**src/rtl/rstc_pkg.sv**
```systemverilog
// Package: shared cause indices and vector type for the reset cause recorder.
// Assumes: cause bit positions are fixed because software decodes them.
package rstc_pkg;
    localparam int NUM_CAUSES = 6;
    localparam int C_POR = 0;
    localparam int C_EXT = 1;
    localparam int C_BOD = 2;
    localparam int C_WDT = 3;
    localparam int C_DBG = 4;
    localparam int C_SW  = 5;
    typedef logic [NUM_CAUSES-1:0] cause_vec_t;
endpackage

```
**src/rtl/rstc_cause_flags.sv**
```systemverilog
// Module: sticky cause flags with write-one-to-clear and power-on override.
// Assumes: ev_i bits are single-cycle pulses; clr_en_i qualifies clr_mask_i.
module rstc_cause_flags
    import rstc_pkg::*;
(
    input  logic       clk,
    input  logic       rst_n,
    input  cause_vec_t ev_i,
    input  logic       clr_en_i,
    input  cause_vec_t clr_mask_i,
    output cause_vec_t flags_o
);
    cause_vec_t flags_q;
    cause_vec_t flags_d;

    // Next state: clear the requested bits, then set on events; power-on overrides all.
    always_comb begin
        flags_d = flags_q;
        if (clr_en_i) begin
            flags_d = flags_d & ~clr_mask_i;
        end
        flags_d = flags_d | ev_i;
        if (ev_i[C_POR]) begin
            flags_d        = '0;
            flags_d[C_POR] = 1'b1;
        end
    end

    // Flag register.
    always_ff @(posedge clk) begin
        if (!rst_n) flags_q <= '0;
        else        flags_q <= flags_d;
    end

    assign flags_o = flags_q;

    assert_por_wipe_R5: assert property (@(posedge clk) disable iff (!rst_n)
        ev_i[C_POR] |=> (flags_q == cause_vec_t'(1)));

    assert_event_sets_R3: assert property (@(posedge clk) disable iff (!rst_n)
        (!ev_i[C_POR] && (ev_i != '0)) |=> ((flags_q & $past(ev_i)) == $past(ev_i)));

    assert_w1c_R4: assert property (@(posedge clk) disable iff (!rst_n)
        (clr_en_i && (ev_i == '0)) |=> ((flags_q & $past(clr_mask_i)) == '0));

    assert_keep_R6: assert property (@(posedge clk) disable iff (!rst_n)
        (!ev_i[C_POR] && !clr_en_i) |=> ((flags_q & $past(flags_q)) == $past(flags_q)));
endmodule

```
**src/rtl/rstc_unlock_window.sv**
```systemverilog
// Module: protected-change window timer opened by a single-cycle unlock pulse.
// Assumes: WINDOW_CYCLES >= 1; a new unlock reloads the full window.
module rstc_unlock_window #(
    parameter int WINDOW_CYCLES = 4
) (
    input  logic clk,
    input  logic rst_n,
    input  logic unlock_i,
    output logic open_o
);
    localparam int CNT_W = $clog2(WINDOW_CYCLES + 1);
    localparam logic [CNT_W-1:0] CNT_MAX = CNT_W'(WINDOW_CYCLES);

    logic [CNT_W-1:0] cnt_q;

    // Countdown: load on unlock, otherwise decrement towards zero.
    always_ff @(posedge clk) begin
        if (!rst_n)             cnt_q <= '0;
        else if (unlock_i)      cnt_q <= CNT_MAX;
        else if (cnt_q != '0)   cnt_q <= cnt_q - 1'b1;
    end

    assign open_o = (cnt_q != '0);

    assert_open_after_unlock_R8: assert property (@(posedge clk) disable iff (!rst_n)
        unlock_i |=> open_o);

    assert_stays_closed_R8: assert property (@(posedge clk) disable iff (!rst_n)
        (!unlock_i && !open_o) |=> !open_o);

    assert_cnt_bound_R8: assert property (@(posedge clk) disable iff (!rst_n)
        cnt_q <= CNT_MAX);
endmodule

```
**src/rtl/rstc_swreset_ctrl.sv**
```systemverilog
// Module: self-clearing software reset request bit behind the unlock window.
// Assumes: any_ev_i is high in the cycle any reset event pulses.
module rstc_swreset_ctrl (
    input  logic clk,
    input  logic rst_n,
    input  logic wr_i,
    input  logic wr_bit_i,
    input  logic open_i,
    input  logic any_ev_i,
    output logic swrst_o
);
    logic swrst_q;

    // Request bit: events clear it first, guarded writes load it otherwise.
    always_ff @(posedge clk) begin
        if (!rst_n)              swrst_q <= 1'b0;
        else if (any_ev_i)       swrst_q <= 1'b0;
        else if (wr_i && open_i) swrst_q <= wr_bit_i;
    end

    assign swrst_o = swrst_q;

    assert_event_clears_R9: assert property (@(posedge clk) disable iff (!rst_n)
        any_ev_i |=> !swrst_q);

    assert_locked_ignored_R8: assert property (@(posedge clk) disable iff (!rst_n)
        (!any_ev_i && !(wr_i && open_i)) |=> $stable(swrst_q));

    assert_open_write_R8: assert property (@(posedge clk) disable iff (!rst_n)
        (wr_i && open_i && !any_ev_i) |=> (swrst_q == $past(wr_bit_i)));
endmodule

```
**src/rtl/rst_cause_unit.sv**
```systemverilog
// Module: top of the reset cause recorder; decodes the register bus and
// registers the read data. Assumes: byte-wide data bus, event pulses synchronous to clk.
module rst_cause_unit
    import rstc_pkg::*;
#(
    parameter int DATA_W        = 8,
    parameter int ADDR_W        = 2,
    parameter int STATUS_ADDR   = 0,
    parameter int CTRL_ADDR     = 1,
    parameter int WINDOW_CYCLES = 4
) (
    input  logic              clk,
    input  logic              rst_n,
    input  logic              ev_por_i,
    input  logic              ev_ext_i,
    input  logic              ev_bod_i,
    input  logic              ev_wdt_i,
    input  logic              ev_dbg_i,
    input  logic              ev_sw_i,
    input  logic              unlock_i,
    input  logic [ADDR_W-1:0] addr_i,
    input  logic              wr_en_i,
    input  logic [DATA_W-1:0] wr_data_i,
    output logic [DATA_W-1:0] rd_data_o,
    output logic              sw_rst_req_o
);
    localparam logic [ADDR_W-1:0] A_STAT = ADDR_W'(STATUS_ADDR);
    localparam logic [ADDR_W-1:0] A_CTRL = ADDR_W'(CTRL_ADDR);

    cause_vec_t        ev_vec;
    cause_vec_t        flags;
    logic              win_open;
    logic              swrst;
    logic              hit_stat;
    logic              hit_ctrl;
    logic [DATA_W-1:0] rd_d;
    logic [DATA_W-1:0] rd_q;

    // Gather the source pulses into one vector in status bit order.
    always_comb begin
        ev_vec        = '0;
        ev_vec[C_POR] = ev_por_i;
        ev_vec[C_EXT] = ev_ext_i;
        ev_vec[C_BOD] = ev_bod_i;
        ev_vec[C_WDT] = ev_wdt_i;
        ev_vec[C_DBG] = ev_dbg_i;
        ev_vec[C_SW]  = ev_sw_i;
    end

    assign hit_stat = (addr_i == A_STAT);
    assign hit_ctrl = (addr_i == A_CTRL);

    rstc_cause_flags u_flags (
        .clk        (clk),
        .rst_n      (rst_n),
        .ev_i       (ev_vec),
        .clr_en_i   (wr_en_i && hit_stat),
        .clr_mask_i (wr_data_i[NUM_CAUSES-1:0]),
        .flags_o    (flags)
    );

    rstc_unlock_window #(.WINDOW_CYCLES(WINDOW_CYCLES)) u_window (
        .clk      (clk),
        .rst_n    (rst_n),
        .unlock_i (unlock_i),
        .open_o   (win_open)
    );

    rstc_swreset_ctrl u_swrst (
        .clk      (clk),
        .rst_n    (rst_n),
        .wr_i     (wr_en_i && hit_ctrl),
        .wr_bit_i (wr_data_i[0]),
        .open_i   (win_open),
        .any_ev_i (ev_vec != '0),
        .swrst_o  (swrst)
    );

    // Read mux: reserved bits and unmapped addresses return zero.
    always_comb begin
        rd_d = '0;
        if (hit_stat)      rd_d[NUM_CAUSES-1:0] = flags;
        else if (hit_ctrl) rd_d[0]              = swrst;
    end

    // Read data register giving one cycle of latency.
    always_ff @(posedge clk) begin
        if (!rst_n) rd_q <= '0;
        else        rd_q <= rd_d;
    end

    assign rd_data_o    = rd_q;
    assign sw_rst_req_o = swrst;

    assert_stat_hi_zero_R2: assert property (@(posedge clk) disable iff (!rst_n)
        hit_stat |=> (rd_data_o[DATA_W-1:NUM_CAUSES] == '0));

    assert_ctrl_hi_zero_R7: assert property (@(posedge clk) disable iff (!rst_n)
        hit_ctrl |=> (rd_data_o[DATA_W-1:1] == '0));

    assert_unmapped_zero_R10: assert property (@(posedge clk) disable iff (!rst_n)
        (!hit_stat && !hit_ctrl) |=> (rd_data_o == '0));

    assert_ctrl_read_R7: assert property (@(posedge clk) disable iff (!rst_n)
        hit_ctrl |=> (rd_data_o[0] == $past(sw_rst_req_o)));
endmodule

```
**config.mk**
```make
export PLATFORM = sky130hd
export DESIGN_NAME = rst_cause_unit
export DESIGN_NICKNAME = d
export VERILOG_FILES = /design/src/rtl/rstc_pkg.sv /design/src/rtl/rstc_cause_flags.sv /design/src/rtl/rstc_unlock_window.sv /design/src/rtl/rstc_swreset_ctrl.sv /design/src/rtl/rst_cause_unit.sv
export SDC_FILE = /design/constraint.sdc
export NUM_CORES = 1
export LEC_CHECK = 0
export BUFFER_PORTS_ARGS = -buffer_cell sky130_fd_sc_hd__clkbuf_2
export CAP_MARGIN = 20
export CORE_MARGIN = 4
export CORE_UTILIZATION = 46
export CTS_BUF_LIST = sky130_fd_sc_hd__clkbuf_2
export CTS_CLUSTER_DIAMETER = 50
export DETAILED_ROUTE_END_ITERATION = 8
export GPL_TIMING_DRIVEN = 0
export PLACE_DENSITY = 0.9
export SETUP_SLACK_MARGIN = 0.5
export SLEW_MARGIN = 30
export SYNTH_ARGS = -nofsm -noshare
export SYNTH_HDL_FRONTEND = slang
export SYNTH_SLANG_ARGS = --single-unit
```
**constraint.sdc**
```tcl
create_clock -name clk -period 1.77 [get_ports clk]
set_clock_uncertainty 0.05 [all_clocks]
set_input_delay 0.0885 -clock clk [delete_from_list [all_inputs] [get_ports clk]]
set_output_delay 0.0885 -clock clk [all_outputs]
set_load 0.03 [all_outputs]
```
==> qor.txt, run 1 <==
Post-synthesis average cell area - 9.30 um2
Fin. max-slew vios - 0
Critical path, cell by cell - inv_2 > ha_4 > ha_4 > and4bb_1 > mux2i_1 > nor2_1
Crit start category - flip-flop
CP top delay family - flip-flops
Initial Util - 49.3%
Die H - 45.4 um
DR pass1 iterations - 4
# port buffers - 24
Placed cells - 109
Status - complete, but fails checks
Hold Startpoint - ev_wdt_i
Failing checks - hold timing
GRT overflow - 0
Hold EP - u_flags.flags_o[3]
Reg power frac - 54.4%
Final HPWL DP - 1030 um
Final Setup Violations - 0
Switch Pwr - 0.000201 W
Layout cells sized above 1 - 38.4%
Clock root cell - clkbuf_2
Area contributors post-synth - dfxtp_1, a31oi_1, ha_1
Pwr per Cell Area - 726 nW/um2
Critical path buffers and inverters - 1
Final hold viol count - 1
Largest net degree at the start of global routing - 10
Worst path max stage delay - 0.37 ns
First-pass GRT wire length - 2570 um
H-Tree Level Count - 1
Die width - 45.4 um
Yosys top cell area share - 49.9%
Pwr Total - 0.000712 W
Fmax - 721 MHz
Clock Latency Late Sink - 0.29 ns
Antenna fix cells - 0
Non-Filler Instances - 127
Hold Path Class - primary input to flip-flop
I/O pins - 29
Finished layout cell area - 981 um2
Critical Path RT - 1.92 ns
Period utilisation layout - 78.4%
Iter 0 DRT Violations - 10
CP dominant cell by count - ha_4
Critical Path Source - u_window.cnt_q[1]
Vias/cell - 4.87
Total Wirelength - 1610 um
Clk network pwr share - 23.1%
Worst reg2reg path depth - 6
Clock period minus worst slack - 1.39 ns
Nets - 136
Crit path kind - flip-flop to flip-flop
Slowest CP cell - dfxtp_2
Unrepaired setup endpoints after global routing - yes
Total global-route track usage - 18.0%
Critical path endpoint category - flip-flop
Arrival @ worst endpoint - 1.54 ns
Routability cong. - 0.727
CTS Buffer Depth - 2
FILL cells - 90
Post-Syn Instances - 69
Number of global-route vias before repair - 641
# DRC - 0
Switching part of the total - 28.2%
FF-to-FF End - u_swrst.swrst_o
CTS tree - built
Num CTS Buffers - 3
Leak - 0.495 nW
Max IR drop VDD - 0.493 mV
Hold Path Cell Cnt - 3
Hold_ws - -0.0153 ns
Row cnt - 13
Via Count - 619
Max-cap check violation count - 0
Seq/Total Area, Yosys - 49.9%
# clock sinks - 16
Internal power - 0.000511 W
Top cell type by total area after synthesis - dfxtp_1
Die Area - 2060 um2
Synth Register Bits - 16
Setup TNS Final - 0 ns
Initial antenna violation count - 0
Area growth, synth to finish - 52.8%
Syn. warnings - 0
Distinct cells, synth - 19
Flop2flop setup slack - 0.38 ns
Post-synthesis instance area - 642 um2
Worst R2R Start - u_window.cnt_q[1]
Placed Area - 812 um2
Final Util - 75.4%
Gate power share - 22.5%
Worst-path clk slew - 0.15 ns
Post-route ant nets - 0
Crit path max fanout - 2
Avg WL per Cell - 12.6 um
Core area - 1300 um2
==> stage by stage <==
| step | setup WS [ns] | hold slack, ns |
|---|---|---|
| 2_1_floorplan | 0.445 | 0.139 |
| 3_3_place_gp | 0.401 | 0.225 |
| 3_5_place_dp | 0.396 | 0.230 |
| 4_1_cts | 0.426 | 0.00673 |
| 5_1_grt | 0.354 | -0.0208 |
| 6_report | 0.383 | -0.0153 |
==> kinds of logic (layout without fill, tap and decap cells) <==
group / count (synthesis) / after routing / share of synthesized area, %
AND/OR/NAND/NOR: 19 / 19 / 17.7
other: 1 / 2 / 0.584
flip-flops: 16 / 16 / 49.9
buffers and inverters: 12 / 54 / 8.19
XOR/XNOR: 1 / 1 / 1.36
AO/OA/AOI/OAI: 15 / 15 / 13.3
multiplexers: 2 / 2 / 3.12
adder cells (fa/ha/maj): 3 / 3 / 5.85
==> cell usage after synthesis <==
master    instances
o21ai_0           6
conb_1            1
and4bb_1          1
a21oi_1           2
nor3_1            1
nand2b_1          2
ha_1              3
buf_4             2
and2b_1           1
xor2_1            1
o21a_1            1
a31oi_1           6
inv_1            10
nand4_1           1
nor2_1            7
and2_1            5
nor3b_2           1
dfxtp_1          16
mux2i_1           2
==> how the worst max path moves through the flow <==
stage                            endpoint  slack, ns  cells past startpoint
after detailed placement  u_swrst.swrst_o       0.40                      6
after floorplan           u_swrst.swrst_o       0.44                      6
after global placement    u_swrst.swrst_o       0.40                      6
final                     u_swrst.swrst_o       0.38                      6
after global routing      u_swrst.swrst_o       0.35                      6
after CTS                 u_swrst.swrst_o       0.43                      6
==> worst min-delay path: stages <==
cell	delay (ns)
clkbuf_2	0.09
inv_1	0.05
a31oi_1	0.07
==> flip-flops by register name, summed over array words and instances (netlist names) <==
name / cells
rd_data_o: 6
u_swrst.swrst_o: 1
u_window.cnt_q: 3
u_flags.flags_o: 6
==> area by class of cell <==
cell class | count | area [um2] | area share [%]
Sequential cell | 16 | 327 | 33.3
Multi-Input combinational cell | 42 | 307 | 31.2
Timing Repair Buffer | 38 | 258 | 26.3
Inverter | 10 | 37.5 | 3.83
Tap cell | 15 | 18.8 | 1.91
Clock buffer | 3 | 15.0 | 1.53
Buffer | 2 | 15.0 | 1.53
Clock inverter | 1 | 3.75 | 0.383
==> layout by cell type (no fill, tap or decap), types with 2 or more instances in the layout <==
cell,Yosys,routed
clkbuf_2,0,27
dlygate4sd3_1,0,11
dfxtp_1,16,11
inv_1,10,8
nor2_1,7,6
a31oi_1,6,5
and2_1,5,5
dfxtp_2,0,5
o21ai_1,0,4
buf_4,2,4
inv_2,0,2
o21ai_0,6,2
nand2b_1,2,2
mux2i_1,2,2
a21oi_1,2,2
ha_4,0,2
conb_1,1,2
==> power groups by stage <==
| stage | clock (W) | combinational (W) | sequential [W] |
|---|---|---|---|
| 2_1_floorplan | 0 | 0.0000816 | 0.000396 |
| 3_3_place_gp | 0 | 0.000118 | 0.000393 |
| 3_5_place_dp | 0 | 0.000123 | 0.000394 |
| 4_1_cts | 0.000166 | 0.000151 | 0.000386 |
| 5_1_grt | 0.000189 | 0.000176 | 0.000389 |
| 6_report | 0.000165 | 0.000160 | 0.000387 |
==> metal layers <==
| metal | GRT usage [%] | routed length (um) |
|---|---|---|
| met5 | 0 | 0 |
| met1 | 20.6 | 664 |
| met3 | 3.59 | 73 |
| met2 | 31.4 | 837 |
| met4 | 8.77 | 29 |
==> repair_timing <==
item / in CTS / in global routing
endpoints found under the hold margin: 8 / 2
pin swaps: 2 / 0
hold buffers: 13 / 2
buffers inserted: 2 / 0
setup endpoints to repair: 1 / 7
gates resized for setup: 0 / 10
Power figures use the tool's default switching activity.
==> run 2, diff against run 1 <==
==> constraint.sdc (replaced) <==
create_clock -name clk -period 1.37 [get_ports clk]
set_clock_uncertainty 0.05 [all_clocks]
set_input_delay 0.0685 -clock clk [delete_from_list [all_inputs] [get_ports clk]]
set_output_delay 0.0685 -clock clk [all_outputs]
set_load 0.03 [all_outputs]
==> qor.txt, run 2 (synthesis gave the netlist of run 1 again) <==
Via Count - 641
Met2 Use GR - 32.2%
Worst R2R Start - u_window.cnt_q[1]
Max-cap check violation count - 0
Gr busiest metal - met2
Post-route ant nets - 0
Clock Latency Late Sink - 0.28 ns
Placed cells - 109
Hold Path Class - primary input to flip-flop
# clock sinks - 16
CTS tree - built
Clock period minus worst slack - 1.38 ns
# port buffers - 24
Fmax - 723 MHz
Met3 Use GR - 3.59%
Vias/cell - 4.89
Total Wirelength - 1790 um
Nets - 140
DR pass1 iterations - 4
Routability cong. - 0.740
# DRC - 0
Clock root cell - clkbuf_2
Die H - 45.4 um
CTS Buffer Depth - 2
Iter 0 DRT Violations - 11
PnR worst setup slack - -0.0138 ns
Met1 Track Usage GR - 23.2%
Num CTS Buffers - 3
Layout cells sized above 1 - 41.4%
Status - complete, but fails checks
Worst-path clk slew - 0.16 ns
Period utilisation layout - 101%
Fin. max-slew vios - 0
H-Tree Level Count - 1
First-pass GRT wire length - 2890 um
Setup TNS Final - -0.0138 ns
Largest net degree at the start of global routing - 10
Leak - 0.524 nW
Crit start category - flip-flop
Unrepaired setup endpoints after global routing - yes
Non-Filler Instances - 131
Number of global-route vias before repair - 684
Row cnt - 13
Core area - 1300 um2
Antenna fix cells - 0
Pre-CTS WS - -0.00578 ns
Crit path kind - flip-flop to flip-flop
Max IR drop VDD - 0.695 mV
Final Setup Violations - 1
Critical path endpoint category - flip-flop
Final hold viol count - 0
Total global-route track usage - 19.3%
GRT overflow - 0
Most frequent cells in the layout - clkbuf_2, dlygate4sd3_1, inv_1, dfxtp_2, dfxtp_1
Area growth, synth to finish - 69.8%
Failing checks - setup timing
Pwr Total - 0.000958 W
Critical Path Source - u_window.cnt_q[1]
Initial Util - 49.3%
Die Area - 2060 um2
Pwr per Cell Area - 879 nW/um2
Hold Startpoint - ev_bod_i
Initial antenna violation count - 0
I/O pins - 29
Critical Path RT - 1.51 ns
Arrival @ worst endpoint - 1.53 ns
Final HPWL DP - 954 um
Crit path max fanout - 2
Commonest non-fill, non-tap cell in the layout - clkbuf_2
Avg WL per Cell - 13.6 um
Die width - 45.4 um
run 2: routing by layer:
metal / part of all wire, % / routed length [um]
met1: 42 / 743
met2: 50 / 900
met3: 5.5 / 98
met4: 2.5 / 44
met5: 0 / 0
run 2: what timing repair did:
item	4_1_cts	5_1_grt
hold endpoints to repair	10	0
buffers inserted	3	0
gates resized for setup	21	10
hold buffers	15	0
pin swaps	4	0
endpoints found under the setup margin	11	13
run 2: final cells by class:
type	count	area, um2
repair buffers	42	358
fillers	79	211
clock inverters	1	3.75
flip-flops and latches	16	330
plain buffers	2	15.0
clock buffers	3	15.0
inverters	10	37.5
multi-input cells	42	312
well taps	15	18.8
run 2: path summary, 6_finish.rpt:
path,end,slack [ns],cells after the start
max,u_swrst.swrst_o,-0.01,6
min,u_flags.flags_o[2],0.03,3
max reg2reg,u_swrst.swrst_o,-0.01,6
min reg2reg,rd_data_o[5],0.43,1
run 2: power by group:
| group | leakage, nW | internal, W | total (W) | switching, W |
|---|---|---|---|---|
| Clock | 0.0140 | 0.0000635 | 0.000215 | 0.000151 |
| Sequential | 0.135 | 0.000488 | 0.000500 | 0.0000121 |
| Combinational | 0.376 | 0.000130 | 0.000243 | 0.000113 |
run 2: per-stage QoR:
stage | area, um2 | util, % | hold WS (ns)
3_5_place_dp | 812 | 62.4 | 0.210
2_1_floorplan | 673 | - | 0.119
4_1_cts | 1070 | 82.4 | 0.00797
5_1_grt | 1090 | 83.8 | 0.0260
3_3_place_gp | 812 | 62.4 | 0.204
6_report | 1090 | 83.8 | 0.0319
run 2: worst max-delay path, stage by stage, from the launching register on:
cell	delay, ns
dfxtp_2	0.37
inv_2	0.04
ha_4	0.16
ha_4	0.15
and4bb_1	0.26
mux2i_1	0.20
nor2_1	0.06
==> run 3, diff against run 2 <==
--- a/config.mk
+++ b/config.mk
@@ -8,12 +8,12 @@
 export BUFFER_PORTS_ARGS = -buffer_cell sky130_fd_sc_hd__clkbuf_2
 export CAP_MARGIN = 20
 export CORE_MARGIN = 4
-export CORE_UTILIZATION = 46
+export CORE_UTILIZATION = 42
 export CTS_BUF_LIST = sky130_fd_sc_hd__clkbuf_2
 export CTS_CLUSTER_DIAMETER = 50
 export DETAILED_ROUTE_END_ITERATION = 8
 export GPL_TIMING_DRIVEN = 0
-export PLACE_DENSITY = 0.9
+export PLACE_DENSITY = 0.87
 export SETUP_SLACK_MARGIN = 0.5
 export SLEW_MARGIN = 30
 export SYNTH_ARGS = -nofsm -noshare
==> constraint.sdc (replaced) <==
create_clock -name clk -period 1.2 [get_ports clk]
set_clock_uncertainty 0.05 [all_clocks]
set_input_delay 0.06 -clock clk [delete_from_list [all_inputs] [get_ports clk]]
set_output_delay 0.06 -clock clk [all_outputs]
set_load 0.03 [all_outputs]
==> qor.txt, run 3 (synthesis gave the netlist of run 1 again) <==
# DRC - 0
Status - complete, but fails checks
Period utilisation layout - 116%
Area growth, synth to finish - 56.5%
Num CTS Buffers - 3
Crit start category - flip-flop
Largest net degree at the start of global routing - 9
Die width - 47.1 um
Row cnt - 13
Pwr per Cell Area - 1030 nW/um2
# port buffers - 24
H-Tree Level Count - 1
Arrival @ worst endpoint - 1.53 ns
Unrepaired setup endpoints after global routing - yes
First-pass GRT wire length - 2580 um
Number of global-route vias before repair - 636
Hold_buf cts - 6
Placed Area - 812 um2
Critical path endpoint category - flip-flop
Routability cong. - 0.717
Via Count - 649
Leak - 0.485 nW
Antenna fix cells - 0
Clock period minus worst slack - 1.39 ns
DR pass1 iterations - 4
Avg WL per Cell - 15.0 um
Hold_ws - -0.0599 ns
Clock Latency Late Sink - 0.27 ns
Initial antenna violation count - 0
PnR worst setup slack - -0.190 ns
I/O pins - 29
Hold Path Class - primary input to flip-flop
Finished layout cell area - 1000 um2
Total global-route track usage - 17.0%
Total Wirelength - 1790 um
Worst-path clk slew - 0.15 ns
Clock root cell - clkbuf_2
Critical Path RT - 1.34 ns
Failing checks - hold timing, setup timing
Most frequent cells in the layout - clkbuf_2, dfxtp_2, inv_1, a31oi_1, buf_8
GRT overflow - 0
FILL cells - 86
Core area - 1370 um2
CTS Buffer Depth - 2
Vias/cell - 5.41
Die Area - 2220 um2
Commonest non-fill, non-tap cell in the layout - clkbuf_2
Post-route ant nets - 0
Final hold viol count - 3
Setup TNS Final - -0.258 ns
Crit path max fanout - 2
Final HPWL DP - 1180 um
Max-cap check violation count - 0
Max IR drop VDD - 0.712 mV
Fmax - 719 MHz
Final Setup Violations - 2
Iter 0 DRT Violations - 14
Nets - 130
Die H - 47.1 um
Fin. max-slew vios - 0
# clock sinks - 16
Crit path kind - flip-flop to flip-flop
CTS tree - built
Layout cells sized above 1 - 53.3%
Initial Util - 47.0%
-- run 3: changes by cell type in the layout (fill, tap and decap cells not counted), sizes merged --
cell / delta
buf: -1
clkinv: -1
dlygate4sd3: -9
-- run 3: worst paths after layout --
kind | startpoint | to | slack (ns) | cells past startpoint
max | u_window.cnt_q[0] | u_swrst.swrst_o | -0.19 | 6
min | unlock_i | u_window.cnt_q[2] | -0.06 | 2
max reg2reg | u_window.cnt_q[0] | u_swrst.swrst_o | -0.19 | 6
min reg2reg | u_flags.flags_o[4] | rd_data_o[4] | 0.44 | 1
-- run 3: final cells by class --
class	count	area [um2]	share of cell area [%]
Tap cell	15	18.8	1.87
Multi-Input combinational cell	42	322	32.0
Timing Repair Buffer	32	260	25.9
Inverter	10	37.5	3.74
Buffer	2	15.0	1.49
Clock buffer	3	15.0	1.49
Sequential cell	16	337	33.5
-- run 3: routing by layer --
layer / up-vias / routed length, um / share of wire, % / global-route usage (%)
met5: - / 0 / 0 / 0
met4: 0 / 25 / 1.4 / 5.52
met3: 4 / 102 / 5.7 / 4.98
met2: 35 / 948 / 53 / 31.7
met1: 313 / 718 / 40 / 18.1
li1: 297 / - / - / -
-- run 3: repair_timing --
| action | 4_1_cts | 5_1_grt |
|---|---|---|
| buffers inserted | 2 | 0 |
| hold endpoints to repair | 7 | 2 |
| resized for setup | 25 | 19 |
| pin swaps | 5 | 3 |
| setup endpoints to repair | 14 | 18 |
-- run 3: power by group --
group | total [W] | internal [W] | switching (W)
combinational | 0.000235 | 0.000118 | 0.000117
sequential | 0.000576 | 0.000559 | 0.0000168
clock | 0.000228 | 0.0000682 | 0.000160
total | 0.00104 | 0.000745 | 0.000293
-- run 3: stage by stage --
step | util (%) | hold WS [ns] | cells | setup slack (ns) | total power [W]
floorplan | - | 0.110 | 70 | -0.125 | 0.000703
global placement | 59.4 | 0.199 | 109 | -0.171 | 0.000753
detailed placement | 59.4 | 0.198 | 109 | -0.242 | 0.000767
CTS | 71.3 | -0.0575 | 120 | -0.192 | 0.00102
global route | 73.5 | -0.0601 | 120 | -0.222 | 0.00108
finish | 73.5 | -0.0599 | 120 | -0.190 | 0.00104
-- run 3: worst max-delay path, stage by stage, from the launching register on --
cell      delay [ns]
dfxtp_2         0.36
inv_2           0.04
ha_4            0.16
ha_4            0.15
and4bb_1        0.27
mux2i_1         0.22
nor2_1          0.06
